**src/rtl/burst_addr_pkg.sv**
```systemverilog
// Package: shared types for the burst address sequencer.
// Assumes: consumers import it before use; no parameters are held here.
package burst_addr_pkg;

    // Action the sequencer takes at the next rising edge.
    typedef enum logic [1:0] {
        ACT_HOLD = 2'd0,
        ACT_LOAD = 2'd1,
        ACT_STEP = 2'd2
    } burst_act_e;

    // Beat order stored with each burst.
    typedef enum logic {
        ORD_INTERLEAVE = 1'b0,
        ORD_LINEAR     = 1'b1
    } burst_ord_e;

endpackage

```
**src/rtl/burst_step_ctl.sv**
```systemverilog
// Module: burst_step_ctl
// Decodes the two address strobes and the advance input into one action.
// A strobe always wins over advance. Pure combinational logic.
// Assumes: all inputs are synchronous to the sequencer clock.
module burst_step_ctl
    import burst_addr_pkg::*;
(
    input  logic       strobe_a_n,
    input  logic       strobe_b_n,
    input  logic       adv_n,
    output burst_act_e act
);

    logic any_strobe;

    // Purpose: merge the two active-low strobes into one capture request.
    always_comb begin
        any_strobe = ~strobe_a_n | ~strobe_b_n;
    end

    // Purpose: priority decode: capture, then advance, else hold.
    always_comb begin
        if (any_strobe) begin
            act = ACT_LOAD;
        end else if (!adv_n) begin
            act = ACT_STEP;
        end else begin
            act = ACT_HOLD;
        end
    end

endmodule

```
**src/rtl/burst_beat_reg.sv**
```systemverilog
// Module: burst_beat_reg
// Holds the state of a burst: the upper address, the start bits, the beat
// count and the order that was sampled at capture.
// Assumes: ADDR_W > CNT_W; synchronous active-low reset.
module burst_beat_reg
    import burst_addr_pkg::*;
#(
    parameter int ADDR_W = 20,
    parameter int CNT_W  = 2,
    localparam int UP_W  = ADDR_W - CNT_W
) (
    input  logic              clk,
    input  logic              rst_n,
    input  burst_act_e        act,
    input  logic [ADDR_W-1:0] addr_i,
    input  logic              order_lin_n,
    output logic [UP_W-1:0]   upper_q,
    output logic [CNT_W-1:0]  start_q,
    output logic [CNT_W-1:0]  beat_q,
    output burst_ord_e        ord_q
);

    burst_ord_e ord_sel;

    // Purpose: turn the strap into an order; only a solid low selects linear.
    always_comb begin
        ord_sel = (order_lin_n == 1'b0) ? ORD_LINEAR : ORD_INTERLEAVE;
    end

    // Purpose: capture the upper bits, start bits and order on a load.
    always_ff @(posedge clk) begin
        if (!rst_n) begin
            upper_q <= '0;
            start_q <= '0;
            ord_q   <= ORD_INTERLEAVE;
        end else if (act == ACT_LOAD) begin
            upper_q <= addr_i[ADDR_W-1:CNT_W];
            start_q <= addr_i[CNT_W-1:0];
            ord_q   <= ord_sel;
        end
    end

    // Purpose: clear the beat count on a load, step it modulo 2^CNT_W on an advance.
    always_ff @(posedge clk) begin
        if (!rst_n) begin
            beat_q <= '0;
        end else begin
            unique case (act)
                ACT_LOAD: beat_q <= '0;
                ACT_STEP: beat_q <= beat_q + 1'b1;
                default:  beat_q <= beat_q;
            endcase
        end
    end

endmodule

```
**src/rtl/burst_order_map.sv**
```systemverilog
// Module: burst_order_map
// Maps the start bits and the beat count onto the low address bits in the
// order stored with the burst. Both maps are built and one is selected.
// Assumes: CNT_W >= 1; pure combinational logic.
module burst_order_map
    import burst_addr_pkg::*;
#(
    parameter int CNT_W = 2
) (
    input  burst_ord_e       ord,
    input  logic [CNT_W-1:0] start,
    input  logic [CNT_W-1:0] beat,
    output logic [CNT_W-1:0] low
);

    logic [CNT_W-1:0] lin_low;
    logic [CNT_W-1:0] xor_low;

    // Purpose: linear order; the sum wraps inside CNT_W bits, with no carry out.
    always_comb begin
        lin_low = start + beat;
    end

    // Purpose: interleaved order, one XOR per bit.
    genvar gi;
    generate
        for (gi = 0; gi < CNT_W; gi++) begin : g_xor_bit
            assign xor_low[gi] = start[gi] ^ beat[gi];
        end
    endgenerate

    // Purpose: select the map that belongs to the stored order.
    always_comb begin
        low = (ord == ORD_LINEAR) ? lin_low : xor_low;
    end

endmodule

```
**src/rtl/burst_addr_gen.sv**
```systemverilog
// Module: burst_addr_gen (top)
// Burst address sequencer for a synchronous memory. It captures the address on
// either strobe, steps the low CNT_W bits on advance in linear or interleaved
// order, and keeps the upper bits fixed.
// Assumes: the order strap is sampled at capture; synchronous active-low reset.
module burst_addr_gen
    import burst_addr_pkg::*;
#(
    parameter int ADDR_W = 20,
    parameter int CNT_W  = 2
) (
    input  logic              clk,
    input  logic              rst_n,
    input  logic [ADDR_W-1:0] addr_i,
    input  logic              strobe_a_n,
    input  logic              strobe_b_n,
    input  logic              adv_n,
    input  logic              order_lin_n,
    output logic [ADDR_W-1:0] addr_o
);

    localparam int UP_W = ADDR_W - CNT_W;

    burst_act_e       act;
    logic [UP_W-1:0]  upper_q;
    logic [CNT_W-1:0] start_q;
    logic [CNT_W-1:0] beat_q;
    burst_ord_e       ord_q;
    logic [CNT_W-1:0] low_bits;

    burst_step_ctl u_ctl (
        .strobe_a_n (strobe_a_n),
        .strobe_b_n (strobe_b_n),
        .adv_n      (adv_n),
        .act        (act)
    );

    burst_beat_reg #(
        .ADDR_W (ADDR_W),
        .CNT_W  (CNT_W)
    ) u_reg (
        .clk         (clk),
        .rst_n       (rst_n),
        .act         (act),
        .addr_i      (addr_i),
        .order_lin_n (order_lin_n),
        .upper_q     (upper_q),
        .start_q     (start_q),
        .beat_q      (beat_q),
        .ord_q       (ord_q)
    );

    burst_order_map #(
        .CNT_W (CNT_W)
    ) u_map (
        .ord   (ord_q),
        .start (start_q),
        .beat  (beat_q),
        .low   (low_bits)
    );

    // Purpose: put the fixed upper bits and the mapped low bits together.
    always_comb begin
        addr_o = {upper_q, low_bits};
    end

endmodule

```
**config.mk**
```make
export PLATFORM = sky130hd
export DESIGN_NAME = burst_addr_gen
export DESIGN_NICKNAME = d
export VERILOG_FILES = /design/src/rtl/burst_addr_pkg.sv /design/src/rtl/burst_step_ctl.sv /design/src/rtl/burst_beat_reg.sv /design/src/rtl/burst_order_map.sv /design/src/rtl/burst_addr_gen.sv
export SDC_FILE = /design/constraint.sdc
export NUM_CORES = 1
export LEC_CHECK = 0
export BUFFER_PORTS_ARGS = -buffer_cell sky130_fd_sc_hd__buf_2
export CAP_MARGIN = 0
export CORE_ASPECT_RATIO = 1.2
export CORE_MARGIN = 2
export CORE_UTILIZATION = 35
export DETAILED_ROUTE_END_ITERATION = 7
export SYNTH_ARGS = -nofsm -noshare
export SYNTH_HDL_FRONTEND = slang
export SYNTH_SLANG_ARGS = --single-unit
```
**constraint.sdc**
```tcl
create_clock -name clk -period 1.02 [get_ports clk]
set_input_delay 0.204 -clock clk [delete_from_list [all_inputs] [get_ports clk]]
set_output_delay 0.204 -clock clk [all_outputs]
set_load 0.005 [all_outputs]
```
==> out/metrics.cfg, run 1 <==
[clock_tree]
h-tree-depth=1
cts_tree=yes
root_buffer=clkbuf_4
cts_made_buffers=3
cts.sinks=23
cts_hold_buf=0
clock_path_buffers=2
path_clk_slew_ps=120
clock_latency_ps=300

[critical_path]
setup.worst_path.class=reg2out
cp.arrival_ps=1100
crit_fanout=2
end_kind=primary output
start_kind=flip-flop
worst_ep_required_time_ps=820

[drt]
drt-initial-drc-count=4
wl_per_cell_microns=10.7
drc=0
dr.pass1.iters=4
ant_nets=0
wl_microns=1950
vias_per_cell=4.50
vias=824

[placed_design]
port_buffers=45
dp_hpwl_microns=1420
gp_congestion=0.681

[final_layout]
utilization_pct=50.5
layout-drive-gt1-share_pct=57.3
regArea_sq_um=472
fill_cells=255
area_growth_pct=34.0
n_antenna_cell=0
multi_input_area_sq_um=489
nets=178

[logic_synthesis]
yosysSeqAreaShare_pct=47.4
synthTopCellsByCount=43 x nand2_1, 23 x dfxtp_1, 20 x a21boi_2
netlist_area_sq_um=972
ys_ff_latch=23
synth-async-reset-ratio_pct=0
synth_most_common_cell=nand2_1
synth_edf_count=0
yosysTopAreaCellShare_pct=47.4
ys_warn_count=0
yosys.area.top_type=dfxtp_1
yosysUniqueCellTypes=15
synth.avg_cell_area_sq_um=9.44
ys.flop_type=dfxtp_1
syn-instance-count=103
synth_nets=130
synth_area_leaders=dfxtp_1 47%, a21boi_2 23%, nand2_1 17%, buf_6 2.3%, xnor2_1 1.8%

[timing]
fmax_ghz=0.769
rsz0062_at_grt=yes
setup_slack_ps=-280
tightest_slew_ps=407
fin_crit_ps=1300
hold_slack_ps=136
clock_skew_ps=0.371
hold_viol=0
setup_tns_ps=-454
setup_viol=2
slew-limit-headroom_pct=72.8
period_share_pct=127
report.final.slew_viol_count=0

[outcome]
run_status=complete, but fails checks
violations=negative setup slack

[grt]
grt_pass1_wl_microns=3310
grt_overflow=0
grt_pass1_vias=819
grt_start_max_net_pins=23
grt_use_total_pct=13.8
antenna_found_initial=0

[die]
core-area_sq_um=2580
pin_count=46
dieArea_sq_um=3220
start_util_pct=37.7
fp-row-count=20
die_width_microns=52.1
die_h_microns=61.7

[pwr]
p_leak_nw=0.617
p_per_area_nw_per_um2=1270
ir_worst_vdd_uv=650

[run]
drv_cap=0

[min_path]
hp-class=in2reg

cell usage in the layout, fill, tap and decap left out, drive strengths merged:
master	count
a21boi	20
and2	1
buf	49
clkbuf	4
dfxtp	23
ha	1
nand2	44
nor2	1
nor2b	2
nor3	1
o211a	1
xnor2	2
xor2	1
final cells by class:
cell class                 count  area share (%)
multi-input combinational     74            37.6
timing repair buffer          49            21.0
clock buffer                   4            2.02
tap                           33            3.17
sequential                    23            36.2
critical path: stages (launching register included):
cell and delay (ps):
dfxtp_2 350, xor2_1 190, xnor2_1 130, buf_2 130
cells by family after synthesis:
group | count (synthesis) | synth area share, %
buf+inv | 6 | 4.12
xor+xnor | 3 | 2.70
fa+ha+maj | 1 | 1.29
flops | 23 | 47.4
simple gates | 49 | 20.3
compound gates | 21 | 24.2
path summary, 6_finish.rpt:
kind                                       from                            end  slack, ps  depth (start not counted)
setup / recovery  u_reg.start_q[1]$_SDFFE_PN0N_                      addr_o[1]       -280                          3
hold reg to reg   u_reg.upper_q[1]$_SDFFE_PN0N_  u_reg.upper_q[1]$_SDFFE_PN0N_        460                          2
hold / removal                        addr_i[0]  u_reg.start_q[0]$_SDFFE_PN0N_        140                          3
setup reg to reg   u_reg.beat_q[0]$_SDFFE_PN0P_   u_reg.beat_q[1]$_SDFFE_PN0P_         50                          4
flip-flops by register name, summed over array words and instances (netlist names):
signal and flops:
u_reg.upper_q 18, u_reg.beat_q 2, u_reg.start_q 2, u_reg.ord_q 1
stage by stage:
step / power (mW) / cells / area, sq um / setup WS (ps)
2_1_floorplan: 1.15 / 103 / 972 / 153
3_3_place_gp: 1.26 / 177 / 1230 / 34.8
3_5_place_dp: 1.26 / 177 / 1230 / 15.0
4_1_cts: 1.68 / 183 / 1290 / -317
5_1_grt: 1.76 / 183 / 1300 / -353
6_report: 1.65 / 183 / 1300 / -280
layer usage:
metal  share of wire (%)  track usage (%)  vias up
met5                   0                0        -
met4                   0             5.64        0
met3                 7.7             2.39        0
met2                  48             25.5       34
met1                  44             15.7      365
li1                    -                -      425
where the power goes:
group	total [mW]	switching [mW]	internal [mW]
clock network	0.397	0.245	0.152
logic	0.272	0.122	0.150
registers	0.981	0.0268	0.955
total	1.65	0.394	1.26
what timing repair did:
item | CTS | global route
resized for setup | 8 | 6
setup endpoints to repair | 2 | 8
buffers inserted | 2 | 0
pin swaps | 3 | 1
No activity file was read; power rests on OpenSTA's default activity.
==> run 2, diff against run 1 <==
Settings changed: ABC_AREA set to 1.
==> run 2 against run 1 <==
  * The flow still finishes with violations (negative setup slack)
  * Worst setup slack lost 60 ps
  * First-iteration DRC count grew 100%
  * Count of clock-buffer cells in the layout decreased by 1
  * Area after synthesis fell by 9.5%
  * Clock power rose by 5%
  * Combinational power shrank 7.4%
  * Die area fell by 8.9%
  * Critical path type unchanged
  * Clock skew hardly changed
  * Sequential power is 2% higher
  * Largest power group unchanged
  * Routed wire length up 4.4%
==> out/metrics.cfg, run 2 <==
[outcome]
run_status=complete, but fails checks
violations=negative setup slack

[timing]
setup_slack_ps=-340  ; -59.9 ps
slew-limit-headroom_pct=75.7  ; +2.9 points
setup_viol=2  ; unchanged
fmax_ghz=0.735  ; -4.4%
period_share_pct=133  ; +5.9 points
fin_crit_ps=1360  ; +59.9 ps
clock_skew_ps=0.383  ; +0.0120 ps
report.final.slew_viol_count=0  ; unchanged
hold_slack_ps=113  ; -23.5 ps
tightest_slew_ps=364  ; -42.6 ps
hold_viol=0  ; unchanged
rsz0062_at_grt=yes

[die]
pin_count=46  ; unchanged
die_width_microns=49.8  ; -4.5%
core-area_sq_um=2330  ; -9.6%
dieArea_sq_um=2930  ; -8.9%
fp-row-count=19  ; -5.0%
start_util_pct=37.8  ; about the same
die_h_microns=58.9  ; -4.6%

[logic_synthesis]
synth_area_leaders=dfxtp_1 52%, nor2_1 20%, o21ai_0 11%, nand2_1 3.8%, buf_6 2.6%
synth_top_family_by_area=simple AND/OR/NAND/NOR gates
synth_fa_ha_area_share_pct=1.42  ; +0.14 points
synthTopCellsByCount=46 x nor2_1, 23 x dfxtp_1, 20 x o21ai_0
synth-async-reset-ratio_pct=0  ; unchanged
yosys.area.top_type=dfxtp_1
ys.flop_type=dfxtp_1
netlist_area_sq_um=880  ; -9.5%
synth.avg_cell_area_sq_um=7.45  ; -21%
synth-simple-area-share_pct=27.0  ; +6.7 points
yosysSeqAreaShare_pct=52.3  ; +5.0 points
synth_nets=145  ; +12%
ys_warn_count=0  ; unchanged
synth_compound_area_share_pct=11.4  ; -13 points
synth-xor-area-share_pct=0  ; -2.7 points
muxShareOfSynthArea_pct=0  ; unchanged
ys_ff_latch=23  ; unchanged
yosysTopAreaCellShare_pct=52.3  ; +5.0 points
syn-instance-count=118  ; +15%
yosysUniqueCellTypes=12  ; -3
synth_edf_count=0  ; unchanged
synth_most_common_cell=nor2_1

[min_path]
hold_path_depth=3  ; unchanged
hp-class=in2reg
hold_end=u_reg.upper_q[17]$_SDFFE_PN0N_
min-delay-start=addr_i[19]

[drt]
ant_nets=0  ; unchanged
wl_per_cell_microns=10.5  ; -2.1%
vias=892  ; +8.3%
drt-initial-drc-count=8  ; +4
wl_microns=2040  ; +4.4%
dr.pass1.iters=4  ; unchanged
drc=0  ; unchanged
vias_per_cell=4.57  ; +1.6%

[pwr]
ir_worst_vdd_uv=1040  ; +60%
power_mw=1.66  ; +0.81%
p_per_area_nw_per_um2=1400  ; +10%
p_leak_nw=0.604  ; -2.1%

[critical_path]
rr_startpoint=u_reg.beat_q[0]$_SDFFE_PN0P_
r2r_cells=5  ; +1
critPathTopFamily=flip-flops
worst_ep_required_time_ps=820  ; about the same
cp_slowest_cell=dfxtp_2
end_kind=primary output
start_kind=flip-flop
crit_chain=ha_4, nand2_2, inv_2, nand3_2, nand2_1, inv_1, buf_2
cp_num_cells=7  ; +4
cp.arrival_ps=1160  ; +60 ps
cpPeakStageDelay_ps=380  ; +30 ps
startpoint=u_reg.start_q[0]$_SDFFE_PN0N_
rr_endpoint=u_reg.beat_q[1]$_SDFFE_PN0P_
r2r_setup_slack_ps=180  ; +130 ps
cp_num_buf_inv=3  ; +2
crit_fanout=2  ; unchanged
setup.worst_path.class=reg2out

[final_layout]
nets=192  ; +7.9%
stdcell_count=195  ; +6.6%
top_regs=u_reg.upper_q x18, u_reg.beat_q x2, u_reg.start_q x2
final_common_cell=nor2_1
final_cell_mix=46 x nor2_1, 44 x buf_2, 20 x o21ai_0, 13 x dfxtp_1, 10 x dfxtp_2
n_antenna_cell=0  ; unchanged
largest_reg_flops=18  ; unchanged
layout-drive-gt1-share_pct=41.5  ; -16 points
regMostFlops=u_reg.upper_q
area_growth_pct=35.3

[clock_tree]
clock_latency_ps=300  ; about the same
root_buffer=clkbuf_4
cts_hold_buf=0  ; unchanged
path_clk_slew_ps=130  ; about the same
h-tree-depth=1  ; unchanged
cts_made_buffers=3  ; unchanged
cts_tree=yes
clock_path_buffers=2  ; unchanged
postCtsSetupRepairBufs=0  ; -2
cts.sinks=23  ; unchanged

[placed_design]
post-place-cells=191  ; +7.9%
gp_congestion=0.706  ; +3.6%
port_buffers=45  ; unchanged
pre_cts_ws_ps=-42.9  ; -57.9 ps
dp_hpwl_microns=1450  ; +1.5%

[grt]
grt_start_max_net_pins=24  ; +4.3%
grt_pass1_vias=808  ; -1.3%
grt_use_total_pct=14.8  ; +1.1 points
grt_overflow=0  ; unchanged
antenna_found_initial=0  ; unchanged
grt_pass1_wl_microns=3350  ; +1.2%

[run]
drv_cap=0  ; unchanged

[run 2: cell count changes after synthesis, moves of 4 or more]
| cell | change |
|---|---|
| nand3_1 | +4 |
| o21ai_0 | +20 |
| inv_1 | +6 |
| nor2_1 | +45 |
| nand2_1 | -34 |
| a21boi_2 | -20 |
[run 2: cell families after synthesis]
group                      after synthesis
buffers and inverters                   13
and+or+nand+nor                         61
DFF                                     23
AOI/OAI and AO/OA                       20
adders and majority gates                1
[run 2: layout make-up]
cell class	instances	area [sq um]
clock inverters	1	5.00
clock buffers	3	22.5
well taps	31	38.8
repair buffers	48	254
inverters	7	26.3
fillers	248	1140
multi-input cells	82	370
flip-flops and latches	23	473
[run 2: stage by stage]
step	utilization (%)	area [sq um]	TNS, ps
3_5_place_dp	48.2	1120	-42.9
5_1_grt	51.1	1190	-657
2_1_floorplan	-	880	0
6_report	51.1	1190	-530
3_3_place_gp	48.2	1120	-11.7
4_1_cts	50.6	1180	-537
[run 2: layer usage]
metal | up-vias | wire, microns | GRT usage [%]
met2 | 27 | 1010 | 28.4
met4 | 0 | 10 | 4.76
met1 | 401 | 890 | 15.6
met5 | - | 0 | 0
met3 | 2 | 132 | 4.06
li1 | 462 | - | -
[run 2: worst max-delay path by stage]
stage	endpoint	slack [ps]
final	addr_o[1]	-340
after global placement	addr_o[1]	-10
after global routing	addr_o[1]	-420
after floorplan	addr_o[1]	70
after detailed placement	addr_o[1]	-40
after CTS	addr_o[1]	-340
[run 2: worst reg2reg max path, cell delays in order, from the launching register on]
cell and delay (ps):
dfxtp_2 370, buf_4 120, inv_1 30, nor2_1 120, nor2_1 60, nor2_1 80
[run 2: repair_timing]
item | CTS | global route
pin swaps | 4 | 2
gates resized for setup | 8 | 8
setup endpoints to repair | 2 | 9
[run 2: report_power, final]
part	switching, mW	internal (mW)
registers	0.0316	0.964
clock network	0.270	0.146
logic	0.126	0.126
total	0.427	1.24
==> run 3, diff against run 2 <==
Settings changed: CELL_PAD_IN_SITES_DETAIL_PLACEMENT set to 0, CELL_PAD_IN_SITES_GLOBAL_PLACEMENT set to 1, CORE_UTILIZATION 35 to 30, PLACE_DENSITY_LB_ADDON set to 0.1, SYNTH_HIERARCHICAL set to 1.
==> run 3 against run 2 <==
  * The flow still finishes with violations (negative setup slack)
  * Worst setup slack got worse by 0.94 ps
  * Total power rose by 6.4%
  * Core utilization decreased by 8.6 points
==> out/metrics.cfg, run 3 <==
[final_layout]
final_common_cell=buf_2
top_regs=u_reg/upper_q x18, u_reg/beat_q x2, u_reg/start_q x2
n_antenna_cell=0  ; unchanged
area_growth_pct=37.8
final_cell_area_sq_um=1270  ; +7.0%
fill_cells=327  ; +32%
largest_reg_flops=18  ; unchanged
layout-drive-gt1-share_pct=38.5  ; -3.0 points
final_cell_mix=44 x buf_2, 42 x nor2_1, 18 x dfxtp_1, 13 x o21ai_0, 9 x o21ai_1
nets=199  ; +3.6%
regMostFlops=u_reg/upper_q

[clock_tree]
clock_path_buffers=2  ; unchanged
path_clk_slew_ps=120  ; about the same
h-tree-depth=1  ; unchanged
cts.sinks=23  ; unchanged
clock_latency_ps=300  ; about the same
cts_made_buffers=3  ; unchanged
root_buffer=clkbuf_4
cts_hold_buf=0  ; unchanged
cts_tree=yes

[run]
drv_cap=0  ; unchanged

[drt]
dr.pass1.iters=4  ; unchanged
drc=0  ; unchanged
vias_per_cell=4.40  ; -3.8%
wl_per_cell_microns=10.4  ; -0.87%
vias=902  ; +1.1%
wl_microns=2130  ; +4.2%
drt-initial-drc-count=5  ; -3
ant_nets=0  ; unchanged

[grt]
grt_overflow=0  ; unchanged
grt_start_max_net_pins=23  ; -4.2%
grt_pass1_wl_microns=3520  ; +5.2%
antenna_found_initial=0  ; unchanged
grt_use_total_pct=13.3  ; -1.5 points
grt_pass1_vias=846  ; +4.7%

[critical_path]
start_kind=flip-flop
end_kind=primary output
cp_slowest_cell=dfxtp_2
setup.worst_path.class=reg2out
crit_fanout=2  ; unchanged
cp.arrival_ps=1160  ; about the same
cpPeakStageDelay_ps=360  ; -20 ps
worst_ep_required_time_ps=820  ; about the same
crit_chain=ha_4, nand2_4, nand3_1, nand2_1, inv_1, buf_2

[die]
die_h_microns=64.8  ; +10%
fp-row-count=22  ; +3
pin_count=46  ; unchanged
die_width_microns=54.7  ; +9.9%
start_util_pct=30.8  ; -6.9 points
dieArea_sq_um=3540  ; +21%
core-area_sq_um=3000  ; +29%

[timing]
setup_viol=2  ; unchanged
clock_skew_ps=0.0973  ; -0.286 ps
period_share_pct=133  ; about the same
slew-limit-headroom_pct=78.1  ; +2.4 points
hold_slack_ps=74.6  ; -38.1 ps
tightest_slew_ps=329  ; -35.4 ps
fin_crit_ps=1360  ; +0.939 ps
report.final.slew_viol_count=0  ; unchanged
setup_tns_ps=-535  ; -5.24 ps
setup_slack_ps=-341  ; -0.939 ps
rsz0062_at_grt=yes
fmax_ghz=0.735  ; about the same
hold_viol=0  ; unchanged

[placed_design]
port_buffers=45  ; unchanged
place_area_sq_um=1200  ; +7.0%
dp_hpwl_microns=1440  ; -0.48%
gp_congestion=0.654  ; -7.3%
pre_cts_ws_ps=-240  ; -197 ps

[pwr]
p_clk_share_pct=23.0  ; -2.0 points
p_int_mw=1.31  ; +5.8%
power.switching_mw=0.462  ; +8.1%
ir_worst_vdd_uv=850  ; -19%
combPwrFrac_pct=19.7  ; +4.6 points
p_leak_nw=0.662  ; +9.6%
netSwitchingFraction_pct=26.1  ; +0.42 points
p_per_area_nw_per_um2=1390  ; -0.61%
power_mw=1.77  ; +6.4%
seqPwrFrac_pct=57.3  ; -2.6 points

[logic_synthesis]
yosysSeqAreaShare_pct=49.8  ; -2.6 points
synth_edf_count=0  ; unchanged
ys_ff_latch=23  ; unchanged
synth-async-reset-ratio_pct=0  ; unchanged
synth_most_common_cell=nor2_1
synth_nets=151  ; +4.1%
netlist_area_sq_um=925  ; +5.1%
yosys.area.top_type=dfxtp_1
ys.flop_type=dfxtp_1
synth.avg_cell_area_sq_um=7.58  ; +1.7%
synthTopCellsByCount=42 x nor2_1, 23 x dfxtp_1, 18 x o21ai_0
synth_area_leaders=dfxtp_1 50%, nor2_1 17%, o21ai_0 9.7%, ha_1 4.1%, inv_1 3.7%
yosysUniqueCellTypes=15  ; +3
syn-instance-count=122  ; +3.4%
yosysTopAreaCellShare_pct=49.8  ; -2.6 points
ys_warn_count=6  ; +6

[outcome]
violations=negative setup slack
run_status=complete, but fails checks

[min_path]
hp-class=in2reg

## run 3: worst max-delay path, delay by kind of cell (launching register included)
kind,cells,cell delay [ps]
and+or+nand+nor,3,190
DFF,1,360
adders and majority gates,1,160
buffers and inverters,2,140
## run 3: cells by family (layout without fill, tap and decap cells)
logic type,count (synthesis),after routing,share of synthesized area (%)
fa+ha+maj,3,3,4.06
compound gates,23,23,12.4
flops,23,23,49.8
xor+xnor,1,1,0.947
buf+inv,16,63,9.07
simple gates,56,56,23.7
## run 3: final timing paths
check | startpoint | endpoint | cells after the start | slack (ps)
max | u_reg/start_q[0]$_SDFFE_PN0N_ | addr_o[1] | 6 | -340
min | order_lin_n | u_reg/ord_q$_SDFFE_PN0N_ | 2 | 70
max reg2reg | u_reg/beat_q[0]$_SDFFE_PN0P_ | u_reg/beat_q[1]$_SDFFE_PN0P_ | 6 | 130
min reg2reg | u_reg/upper_q[16]$_SDFFE_PN0N_ | u_reg/upper_q[16]$_SDFFE_PN0N_ | 2 | 490
## run 3: what timing repair did
item | CTS | global route
endpoints found under the setup margin | 2 | 5
buffers inserted | 0 | 1
cloned | 0 | 0
pin swaps | 4 | 2
endpoints found under the hold margin | 0 | 0
resized for setup | 8 | 4
## run 3: power groups by stage
| stage | Clock [mW] | Sequential (mW) | Combinational [mW] |
|---|---|---|---|
| floorplan | 0 | 1.03 | 0.165 |
| global placement | 0 | 1.02 | 0.327 |
| detailed placement | 0 | 1.03 | 0.333 |
| CTS | 0.436 | 1.01 | 0.348 |
| global route | 0.465 | 1.02 | 0.398 |
| finish | 0.407 | 1.01 | 0.350 |
## run 3: stage by stage
step / instances / util, %
detailed placement: 200 / 40.1
finish: 205 / 42.5
global route: 205 / 42.5
floorplan: 122 / -
global placement: 200 / 40.1
CTS: 204 / 41.9
## run 3: area by class of cell
type                       count  area, sq um  share of cell area (%)
sequential                    23          467                    36.6
inverter                       9         33.8                    2.65
timing repair buffer          50          294                    23.1
tap                           36         45.0                    3.54
multi-input combinational     83          408                    32.0
clock buffer                   4         26.3                    2.06
## run 3: routing by layer
layer	GRT usage [%]	vias to the layer above	share of wire, %
met5	0	-	0
met3	2.53	2	6.9
met4	4.69	0	1.1
met2	23.4	30	47
met1	15.4	395	45
li1	-	475	-
